File: src/rtl/aligner_pkg.sv
package aligner_pkg;

  localparam int unsigned SYM_W = 10;

  // Comma values as held in a word whose bit 0 arrived first.
  localparam logic [SYM_W-1:0] COMMA_RDN = 10'h17C;
  localparam logic [SYM_W-1:0] COMMA_RDP = 10'h283;

  function automatic logic is_comma(input logic [SYM_W-1:0] w);
    return (w == COMMA_RDN) || (w == COMMA_RDP);
  endfunction

  // The newest bit enters at the top, so after SYM_W shifts bit 0 is the oldest.
  function automatic logic [SYM_W-1:0] shift_in(input logic [SYM_W-1:0] h, input logic b);
    return {b, h[SYM_W-1:1]};
  endfunction

endpackage

File: src/rtl/aligner_src_sel.sv
module aligner_src_sel #(
  parameter logic LINE_IDLE = 1'b1
) (
  input  logic loop_en,
  input  logic rx_bit,
  input  logic tx_bit,
  output logic rx_src,
  output logic tx_line
);

  always_comb begin
    if (loop_en) begin
      rx_src  = tx_bit;
      tx_line = LINE_IDLE;
    end else begin
      rx_src  = rx_bit;
      tx_line = tx_bit;
    end
  end

endmodule

File: src/rtl/aligner_comma_det.sv
module aligner_comma_det
  import aligner_pkg::*;
(
  input  logic             clk,
  input  logic             rst_n,
  input  logic             bit_en,
  input  logic             din,
  output logic [SYM_W-1:0] window_nxt,
  output logic             comma_hit
);

  logic [SYM_W-1:0] window_q;

  assign window_nxt = shift_in(window_q, din);
  assign comma_hit  = bit_en && is_comma(window_nxt);

  always_ff @(posedge clk or negedge rst_n) begin
    if (!rst_n)      window_q <= '0;
    else if (bit_en) window_q <= window_nxt;
  end

  // the window moves only when a bit is qualified
  assert_window_hold_R2: assert property (@(posedge clk) disable iff (!rst_n)
    !bit_en |=> $stable(window_q));

endmodule

File: src/rtl/aligner_framer.sv
module aligner_framer
  import aligner_pkg::*;
(
  input  logic             clk,
  input  logic             rst_n,
  input  logic             bit_en,
  input  logic             sync_en,
  input  logic [SYM_W-1:0] window_nxt,
  input  logic             comma_hit,
  output logic [SYM_W-1:0] rx_word,
  output logic             sync_flag,
  output logic             byte_clk0,
  output logic             byte_clk1
);

  localparam int unsigned CW = $clog2(SYM_W);
  localparam logic [CW-1:0] LAST = CW'(SYM_W - 1);
  localparam int unsigned PHASE_MAX = 2 * SYM_W;
  localparam int unsigned PW = $clog2(PHASE_MAX + 2) + 1;

  logic [CW-1:0] cnt;
  logic          word_done;
  logic          realign;

  assign word_done = bit_en && (cnt == LAST);
  assign realign   = comma_hit && sync_en && (cnt != LAST);

  always_ff @(posedge clk or negedge rst_n) begin
    if (!rst_n) begin
      cnt       <= '0;
      rx_word   <= '0;
      sync_flag <= 1'b0;
      byte_clk0 <= 1'b0;
      byte_clk1 <= 1'b1;
    end else if (bit_en) begin
      if (realign) begin
        cnt <= '0;
      end else if (word_done) begin
        cnt       <= '0;
        rx_word   <= window_nxt;
        sync_flag <= comma_hit;
        byte_clk0 <= ~byte_clk0;
        byte_clk1 <= ~byte_clk1;
      end else begin
        cnt <= cnt + 1'b1;
      end
    end
  end

  // Phase-length counter used by the checks below.
  logic [PW-1:0] phase_bits;
  always_ff @(posedge clk or negedge rst_n) begin
    if (!rst_n)                       phase_bits <= '0;
    else if (bit_en && word_done)     phase_bits <= '0;
    else if (bit_en && phase_bits != '1) phase_bits <= phase_bits + 1'b1;
  end

  assert_clk_antiphase_R3: assert property (@(posedge clk) disable iff (!rst_n)
    byte_clk0 != byte_clk1);

  assert_phase_min_R4: assert property (@(posedge clk) disable iff (!rst_n)
    (word_done && !realign) |-> (phase_bits >= PW'(SYM_W - 1)));

  assert_phase_max_R4: assert property (@(posedge clk) disable iff (!rst_n)
    (word_done && !realign) |-> (phase_bits <= PW'(PHASE_MAX - 1)));

  assert_sync_is_comma_R5: assert property (@(posedge clk) disable iff (!rst_n)
    sync_flag |-> is_comma(rx_word));

  assert_word_with_clock_R2: assert property (@(posedge clk) disable iff (!rst_n)
    !$stable(rx_word) |-> !$stable(byte_clk0));

  assert_fixed_boundary_R7: assert property (@(posedge clk) disable iff (!rst_n)
    (!sync_en && bit_en && cnt != LAST) |=> (cnt == CW'($past(cnt) + 1'b1)));

endmodule

File: src/rtl/comma_word_aligner.sv
module comma_word_aligner
  import aligner_pkg::*;
#(
  parameter logic LINE_IDLE = 1'b1
) (
  input  logic             clk,
  input  logic             rst_n,
  input  logic             bit_en,
  input  logic             rx_bit,
  input  logic             tx_bit,
  input  logic             loop_en,
  input  logic             sync_en,
  output logic             tx_line,
  output logic [SYM_W-1:0] rx_word,
  output logic             sync_flag,
  output logic             byte_clk0,
  output logic             byte_clk1
);

  logic             rx_src;
  logic [SYM_W-1:0] window_nxt;
  logic             comma_hit;

  aligner_src_sel #(.LINE_IDLE(LINE_IDLE)) u_src (
    .loop_en (loop_en),
    .rx_bit  (rx_bit),
    .tx_bit  (tx_bit),
    .rx_src  (rx_src),
    .tx_line (tx_line)
  );

  aligner_comma_det u_det (
    .clk        (clk),
    .rst_n      (rst_n),
    .bit_en     (bit_en),
    .din        (rx_src),
    .window_nxt (window_nxt),
    .comma_hit  (comma_hit)
  );

  aligner_framer u_frm (
    .clk        (clk),
    .rst_n      (rst_n),
    .bit_en     (bit_en),
    .sync_en    (sync_en),
    .window_nxt (window_nxt),
    .comma_hit  (comma_hit),
    .rx_word    (rx_word),
    .sync_flag  (sync_flag),
    .byte_clk0  (byte_clk0),
    .byte_clk1  (byte_clk1)
  );

  // in loop-back the receiver follows the transmit bit
  assert_loop_source_R9: assert property (@(posedge clk) disable iff (!rst_n)
    loop_en |-> (rx_src == tx_bit));

endmodule

File: config.mk
export PLATFORM = sky130hd
export DESIGN_NAME = comma_word_aligner
export DESIGN_NICKNAME = d
export VERILOG_FILES = /design/src/rtl/aligner_pkg.sv /design/src/rtl/aligner_src_sel.sv /design/src/rtl/aligner_comma_det.sv /design/src/rtl/aligner_framer.sv /design/src/rtl/comma_word_aligner.sv
export SDC_FILE = /design/constraint.sdc
export NUM_CORES = 1
export LEC_CHECK = 0
export ABC_AREA = 1
export BUFFER_PORTS_ARGS = -buffer_cell sky130_fd_sc_hd__buf_2
export CORE_MARGIN = 2
export CORE_UTILIZATION = 40
export DETAILED_ROUTE_END_ITERATION = 10
export SLEW_MARGIN = 20
export SYNTH_ARGS = -nofsm -noshare
export SYNTH_HDL_FRONTEND = slang
export SYNTH_SLANG_ARGS = --single-unit
File: constraint.sdc
create_clock -name clk -period 1.6 [get_ports clk]
set_input_delay 0 -clock clk [delete_from_list [all_inputs] [get_ports clk]]
set_output_delay 0 -clock clk [all_outputs]
set_load 0.1 [all_outputs]
* After elaboration in Yosys (flattened, before gate mapping) *
Index checks and enable logic that the tools add are counted.

cells by class
  add/subtract/negate cells = 1
  equality and inequality tests = 4
  muxes and demuxes = 4
  bitwise logic cells = 3
  reduce and logical (&&, ||, !) cells = 6

operators with widths
  cell                    count
  $eq A10 B10 Y1 const B  1
  $eq A10 B9 Y1 const B   1
  $mux W4                 2
  $add A4 B1 Y4 const B   1
  $eq A4 B4 Y1 const B    1
  $logic_and A1 B1 Y1     4
  $ne A4 B4 Y1 const B    1
  $not A1 Y1              3
  $reduce_and A3 Y1       1
  $mux W1                 2
  $logic_or A1 B1 Y1      1

word-level totals
  flip-flop bits (word level) = 27
  output and inout port bits = 14
  logic and storage cells = 24

* Logic depth before layout (Yosys ltp) *
Gate-level depths: netlist of the first run.

  depth in word-level cells = 8
  depth in mapped cells = 10
  depth with buffers taken out = 10

* Modules after synthesis *
From an unflattened synthesis of the first run, not the netlist that was laid out.

unflattened totals
  cell total of the unflattened synthesis = 147
  area, all modules = 1,219.9 sq um

modules (own cells, without submodules)
  module             times used  cells an instance  area each (sq um)
  aligner_framer     1           82                 743.2
  aligner_comma_det  1           60                 455.4
  aligner_src_sel    1           5                  21.3

* Worst setup path after synthesis of the first run *
OpenSTA, ideal clock, no wires.

  kind = flip-flop to flip-flop
  start = register u_frm.cnt[1]
  end = register u_frm.rx_word[0]
  arrival time = 1,107 ps
  data required time = 1,479 ps
  path slack = 372 ps
  cell stages (with the launch flop) = 9
  path buffers = 1
  path through = dfrtp_1 -> inv_1 -> ha_1 -> inv_1 -> nor2_4 -> nand3_4 -> buf_6 -> nand2_2 -> o21ai_2

on the way
  longest elaborated chain between the ends = 4
  elaborated cells between the ends (all ways) = 6
  classes of those cells = 2 x eq/ne; 1 x bitwise; 3 x reduce/logical

ends and longest elaborated chain
  what                                  RTL line              text
  start, declared                       aligner_framer.sv:21  logic [CW-1:0] cnt;
  start signal, assigned                aligner_framer.sv:45  cnt <= cnt + 1'b1;
  $ne A4 B4 Y1                          aligner_framer.sv:26  assign realign = comma_hit && sync_en && (cnt != LAST);
  $logic_and A1 B1 Y1                   aligner_framer.sv:26
  $not A1 Y1 (no source line)           -
  $reduce_and A3 Y1 (no source line) *  -
  end signal, assigned                  aligner_framer.sv:40  rx_word <= window_nxt;
  end, declared                         aligner_framer.sv:10  output logic [SYM_W-1:0] rx_word,

Mark *: on every way between the ends. The rest lies on a longest branch, timed or not.
A chain may end at the register's enable or synchronous reset.

* Worst setup path in the final report of the first run *
  start = register u_frm.cnt[1]
  end = register u_frm.rx_word[6]

The elaborated chain is that of the path after synthesis.

==> run_results.csv, run 1 <==
group,metric,value,unit
placed_design,post_dp_cell_area,1413,µm²
cts,path_clk_slew,0.14,ns
cells_and_area,n_antenna_cell,0,
timing,finClkSkew,0.008083,ns
grt,antenna_found_initial,0,
cts,numCtsBuffers,3,
setup_path,crit_type,"register to register",
hold_path,hold_class,"input pin to register",
cells_and_area,synthToLayoutAreaGrowth,14.54,%
route,postRouteAntennaNets,0,
route,routed_wl,2381,µm
synthesis,synth_area_leader_cell,"dfrtp_1",
setup_path,end_kind,"register",
synthesis,yosysSeqAreaShare,50.83,%
setup_path,critPathSlowestCell,"dfrtp_1",
timing,max_freq,0.6779,GHz
cts,cts-root-buf,"clkbuf_4",
synthesis,synthXorXnorAreaFrac,2.732,%
synthesis,synth_cell_types,19,
cells_and_area,drive_gt1_share,34.73,%
setup_path,cp-startpoint,"u_frm.cnt[1]",
run,cap_violations,0,
synthesis,netlist_top_cells_area,"dfrtp_1 49%, nand2_1 12%, nand2_2 6.8%, o21ai_2 6.1%, inv_1 4.4%",
timing,whs,0.03588,ns
floorplanning,num_rows,20,
synthesis,ys.flop_type,"dfrtp_1",
setup_path,critPathRequiredTime,1.82,ns
run_status,status,"finished clean",
synthesis,synth_compound_area_share,9.659,%
synthesis,synth_top_family_by_area,"simple AND/OR/NAND/NOR gates",
setup_path,crit_end,"u_frm.rx_word[6]",
timing,fin_crit_sh,92.20,%
setup_path,start_kind,"register",
synthesis,synthAdderAreaFrac,1.951,%
synthesis,ys_async_sr_fraction,100.0,%
timing,rsz0062_at_grt,"false",
floorplanning,initial_core_util,42.01,%
cts,clock_path_buffers,2,
floorplanning,die_y,60.63,µm
setup_path,r2r-end,"u_frm.rx_word[6]",
synthesis,syn_avg_cell_area,8.906,µm²
route,wl_per_cell,11.28,µm
grt,grt_pass1_vias,966,
grt,gr-usage-all-layers,14.22,%
grt,grt_overflow,0,
floorplanning,core,3053,µm²
grt,grt_max_degree,27,
timing,setup_viol,0,
setup_path,reg2reg_depth,7,
setup_path,cp_cell_sequence,"inv_1, ha_1, inv_1, nor2_4, nand3_2, nand2_2, o21ai_2",
placed_design,portBuffers,20,
setup_path,cp.arrival,1.69,ns
cts,cts_setup_buffers,0,
power_and_ir_drop,ir_drop,0.0006578,V
setup_path,reg2reg_slack,0.12,ns
synthesis,ys_seq_elements,26,
floorplanning,ioPinCount,21,
placed_design,gp_congestion,0.6972,
placed_design,dpl.hpwl,1662,µm
setup_path,reg2reg_from,"u_frm.cnt[1]",
route,firstDrtPassIters,4,
route,drc,0,
synthesis,synth_top_area_share,48.78,%
cts,worstSkewPairLatency,0.32,ns
timing,fin_setup_tns,0,ns
cells_and_area,fillCellCount,340,
synthesis,mappedNetlistNets,153,
cts,htreeDepth,1,
timing,min_period,1.475,ns
cells_and_area,fin_nets,177,
synthesis,yosysMostFrequentCell,"nand2_1",
route,drt_iter0_drc,26,
synthesis,synthTopCellsByCount,"41 x nand2_1, 25 x dfrtp_1, 15 x inv_1",
timing,hold_viol,0,
floorplanning,die_width,60.63,µm
synthesis,synth-edff-count,0,
floorplanning,fp.dieArea,3675,µm²
synthesis,synthMuxAreaShare,0,%
synthesis,ys_warn_count,0,
cts,cts_sinks,26,
setup_path,slowest_delay,0.44,ns
timing,drv_slew,0,
setup_path,path_max_fanout,11,
cts,cts_resized,0,
setup_path,cpMostUsedCell,"inv_1",
route,vias,940,
synthesis,yosys.area_share.simple,27.02,%
route,vias_per_cell,4.455,
cts,cts_tree,"built",
power_and_ir_drop,p_per_area,1879,nW/µm²
grt,grt_pass1_wl,3857,µm
cells_and_area,final_area,1469,µm²
timing,tightest_slew,0.5768,ns
power_and_ir_drop,p_leak,0.0007621,µW
synthesis,syn_area,1282,µm²
synthesis,synthCells,144,
timing,slew_headroom,61.54,%
[critical path: cells and delay by family, from the launching register on]
family	cells	cell delay, ns
and+or+nand+nor	3	0.63
DFF	1	0.44
buffers and inverters	2	0.13
adders and majority gates	1	0.13
AOI/OAI and AO/OA	1	0.06
[layer usage]
metal  up-vias  global-route usage [%]  wire [µm]
met5         -                       0          0
met4         0                   5.590         14
met3         2                   2.559         45
met2        10                   27.96       1256
met1       444                   14.63       1064
li1        484                       -          -
[cells in the final DEF, fill, tap and decap left out]
cell type      count
nand3_1            2
nor2_4             2
buf_2             20
nand3_4            1
inv_2              3
inv_1             15
nand2_1           41
nor2_2             1
o21ai_2            9
ha_1               2
nand3_2            1
dfrtp_1           25
nand2_4            1
dfstp_2            1
xnor2_1            3
o21ai_0            9
buf_4              1
nor2_1            10
clkbuf_8           1
dlygate4sd3_1      1
nand2_2           14
xor2_1             1
clkbuf_4           3
[how the worst min path moves through the flow]
stage / cells after the start / slack (ns) / to / start
detailed placement: 1 / 0.03 / u_frm.rx_word[1] / rst_n
finish: 4 / 0.04 / u_frm.rx_word[9] / loop_en
global route: 4 / 0.06 / u_frm.rx_word[9] / loop_en
CTS: 4 / 0.03 / u_frm.rx_word[9] / loop_en
floorplan: 0 / -0.30 / u_det.window_q[1] / rst_n
global placement: 1 / 0.03 / u_frm.rx_word[1] / rst_n
[flip-flops by register name, summed over array words and instances (netlist names)]
name,count
u_frm.sync_flag,1
u_frm.byte_clk1,1
u_frm.cnt,4
u_frm.rx_word,10
u_det.window_q,9
u_frm.byte_clk0,1
[metrics by stage]
stage | std cells | setup WS [ns] | util (%) | total power, µW
detailed placement | 205 | 0.08649 | 46.27 | 2441
global route | 211 | 0.03360 | 48.11 | 2913
floorplan | 144 | 0.3717 | - | 2225
global placement | 205 | 0.1928 | 46.27 | 2411
finish | 211 | 0.1249 | 48.11 | 2760
CTS | 210 | 0.07088 | 47.79 | 2776
[power by group]
part | leakage (µW) | switching (µW) | internal [µW] | total (µW)
clock | 0.0000210 | 191 | 139 | 330
sequential | 0.000336 | 171 | 849 | 1020
combinational | 0.000405 | 1130 | 279 | 1410
[timing repair]
action | CTS | global route
hold buffers | 1 | 0
endpoints found under the hold margin | 25 | 0
setup endpoints to repair | 0 | 3
[cell families (layout without fill, tap and decap cells)]
| group | after synthesis | in the layout |
|---|---|---|
| xor+xnor | 4 | 4 |
| buf+inv | 22 | 44 |
| flops | 26 | 26 |
| simple gates | 72 | 73 |
| fa+ha+maj | 2 | 2 |
| compound gates | 18 | 18 |
[cell type report]
type | instances | area, µm² | area share (%)
sequential | 26 | 651.9 | 44.38
multi-input combinational | 97 | 540.5 | 36.80
timing repair buffer | 22 | 117.6 | 8.007
inverter | 18 | 67.56 | 4.600
tap | 44 | 55.05 | 3.748
clock buffer | 4 | 36.28 | 2.470
Power figures use the tool's default switching activity.
==> inputs of run 2 (changes only) <==
- RECOVER_POWER: not set -> 100
==> run_results.csv, run 2 (synthesis gave the netlist of run 1 again) <==
group,metric,value,unit
timing,drv_slew,0,
cells_and_area,regMostFlops,"u_frm.rx_word",
timing,fin_setup_tns,0,ns
setup_path,critPathRequiredTime,1.83,ns
placed_design,pre_cts_slack,0.08649,ns
route,routed_wl,2380,µm
route,postRouteAntennaNets,0,
route,vias,940,
cts,clock_path_buffers,2,
power_and_ir_drop,ir_drop,0.0006546,V
floorplanning,fp.dieArea,3675,µm²
cells_and_area,largest_register_ffs,10,
cts,cts_resized,0,
setup_path,path_buf_inv,1,
setup_path,crit_type,"register to register",
hold_path,hold_class,"input pin to register",
placed_design,dpl.hpwl,1662,µm
cells_and_area,reg_top3,"u_frm.rx_word: 10 flops, u_det.window_q: 9 flops, u_frm.cnt: 4 flops",
cells_and_area,n_antenna_cell,0,
timing,finClkSkew,0.008018,ns
setup_path,end_kind,"register",
cts,cts-root-buf,"clkbuf_4",
power_and_ir_drop,p_leak,0.0007358,µW
floorplanning,die_width,60.63,µm
setup_path,cp_cell_sequence,"ha_1, inv_1, nor2_4, nand2_1, nand2_1, nor2_4, nand2_1, nand2_1, nand2_1",
setup_path,start_kind,"register",
timing,hold_viol,0,
timing,min_period,1.459,ns
cells_and_area,drive_gt1_share,26.35,%
timing,rsz0062_at_grt,"false",
cells_and_area,synthToLayoutAreaGrowth,10.83,%
cells_and_area,fin_nets,177,
setup_path,cp.arrival,1.69,ns
timing,fin_ws,0.1411,ns
timing,tightest_slew,1.174,ns
cts,cts_tree,"built",
cells_and_area,final_core_util,46.56,%
floorplanning,ioPinCount,21,
grt,antenna_found_initial,0,
setup_path,reg2reg_slack,0.14,ns
cts,cts_setup_buffers,0,
timing,slew_headroom,22.04,%
cts,path_clk_slew,0.14,ns
cells_and_area,mostFrequentLayoutCells,"44 x nand2_1, 25 x dfrtp_1, 18 x o21ai_0, 16 x inv_1, 14 x clkbuf_2",
run_status,status,"finished clean",
grt,gr-usage-all-layers,14.22,%
setup_path,critPathSlowestCell,"dfrtp_1",
floorplanning,num_rows,20,
grt,grt_pass1_vias,966,
floorplanning,die_y,60.63,µm
setup_path,path_max_fanout,5,
timing,fin_crit_sh,91.18,%
power_and_ir_drop,p_per_area,1899,nW/µm²
route,wl_per_cell,11.28,µm
setup_path,crit_family,"simple AND/OR/NAND/NOR gates",
timing,whs,0.04490,ns
placed_design,portBuffers,20,
timing,setup_viol,0,
cts,cts_sinks,26,
placed_design,post_dp_cell_area,1413,µm²
floorplanning,core,3053,µm²
setup_path,cpMostUsedCell,"nand2_1",
grt,grt_overflow,0,
setup_path,slowest_delay,0.45,ns
floorplanning,initial_core_util,42.01,%
cts,numCtsBuffers,3,
cells_and_area,final_area,1421,µm²
placed_design,gp_congestion,0.6972,
route,vias_per_cell,4.455,
cts,htreeDepth,1,
cts,worstSkewPairLatency,0.32,ns
cells_and_area,fillCellCount,347,
route,drt_iter0_drc,22,
grt,grt_max_degree,27,
route,firstDrtPassIters,4,
run,cap_violations,0,
route,drc,0,
grt,grt_pass1_wl,3857,µm
timing,max_freq,0.6854,GHz
cells_and_area,layout_commonest_cell,"nand2_1",
-- run 2: where the power goes --
part / total (µW) / leakage, µW / switching (µW) / internal [µW]
combinational: 1350 / 0.000378 / 1100 / 248
sequential: 1020 / 0.000336 / 175 / 850
clock: 329 / 0.0000210 / 190 / 139
total: 2700 / 0.000736 / 1460 / 1240
-- run 2: worst paths after layout --
check / start / endpoint / depth (start not counted)
max reg2reg: u_frm.cnt[0] / u_frm.cnt[0] / 9
min in group asynchronous: rst_n / u_frm.rx_word[1] / 2
min: loop_en / u_det.window_q[9] / 4
max: u_frm.cnt[0] / u_frm.cnt[0] / 9
min reg2reg: u_frm.byte_clk0 / u_frm.byte_clk0 / 1
max in group asynchronous: rst_n / u_frm.rx_word[4] / 2
-- run 2: timing repair --
item,4_1_cts,5_1_grt
endpoints found under the setup margin,0,3
hold buffers,1,0
hold endpoints to repair,25,0
-- run 2: metrics by stage --
step / std cells / total power [µW]
3_5_place_dp: 205 / 2441
5_1_grt: 211 / 2853
3_3_place_gp: 205 / 2411
6_report: 211 / 2699
4_1_cts: 210 / 2776
2_1_floorplan: 144 / 2225
-- run 2: cell type report --
class                   count  area [µm²]  share of cell area, %
inverters                  18       67.56                  4.754
multi-input cells          97       494.2                  34.77
clock buffers               4       36.28                  2.553
flip-flops and latches     26       651.9                  45.86
repair buffers             22       116.4                  8.187
well taps                  44       55.05                  3.873
-- run 2: per-layer routing --
metal | GRT usage (%) | routed length [µm] | vias up
met1 | 14.63 | 1058 | 441
met5 | 0 | 0 | -
met4 | 5.590 | 14 | 0
li1 | - | - | 485
met2 | 27.96 | 1254 | 12
met3 | 2.559 | 52 | 2
-- run 2: worst min-delay path, stage by stage --
cell and delay [ns]:
buf_2 0.11, nand2_1 0.06, nand2_2 0.09, o21ai_0 0.07
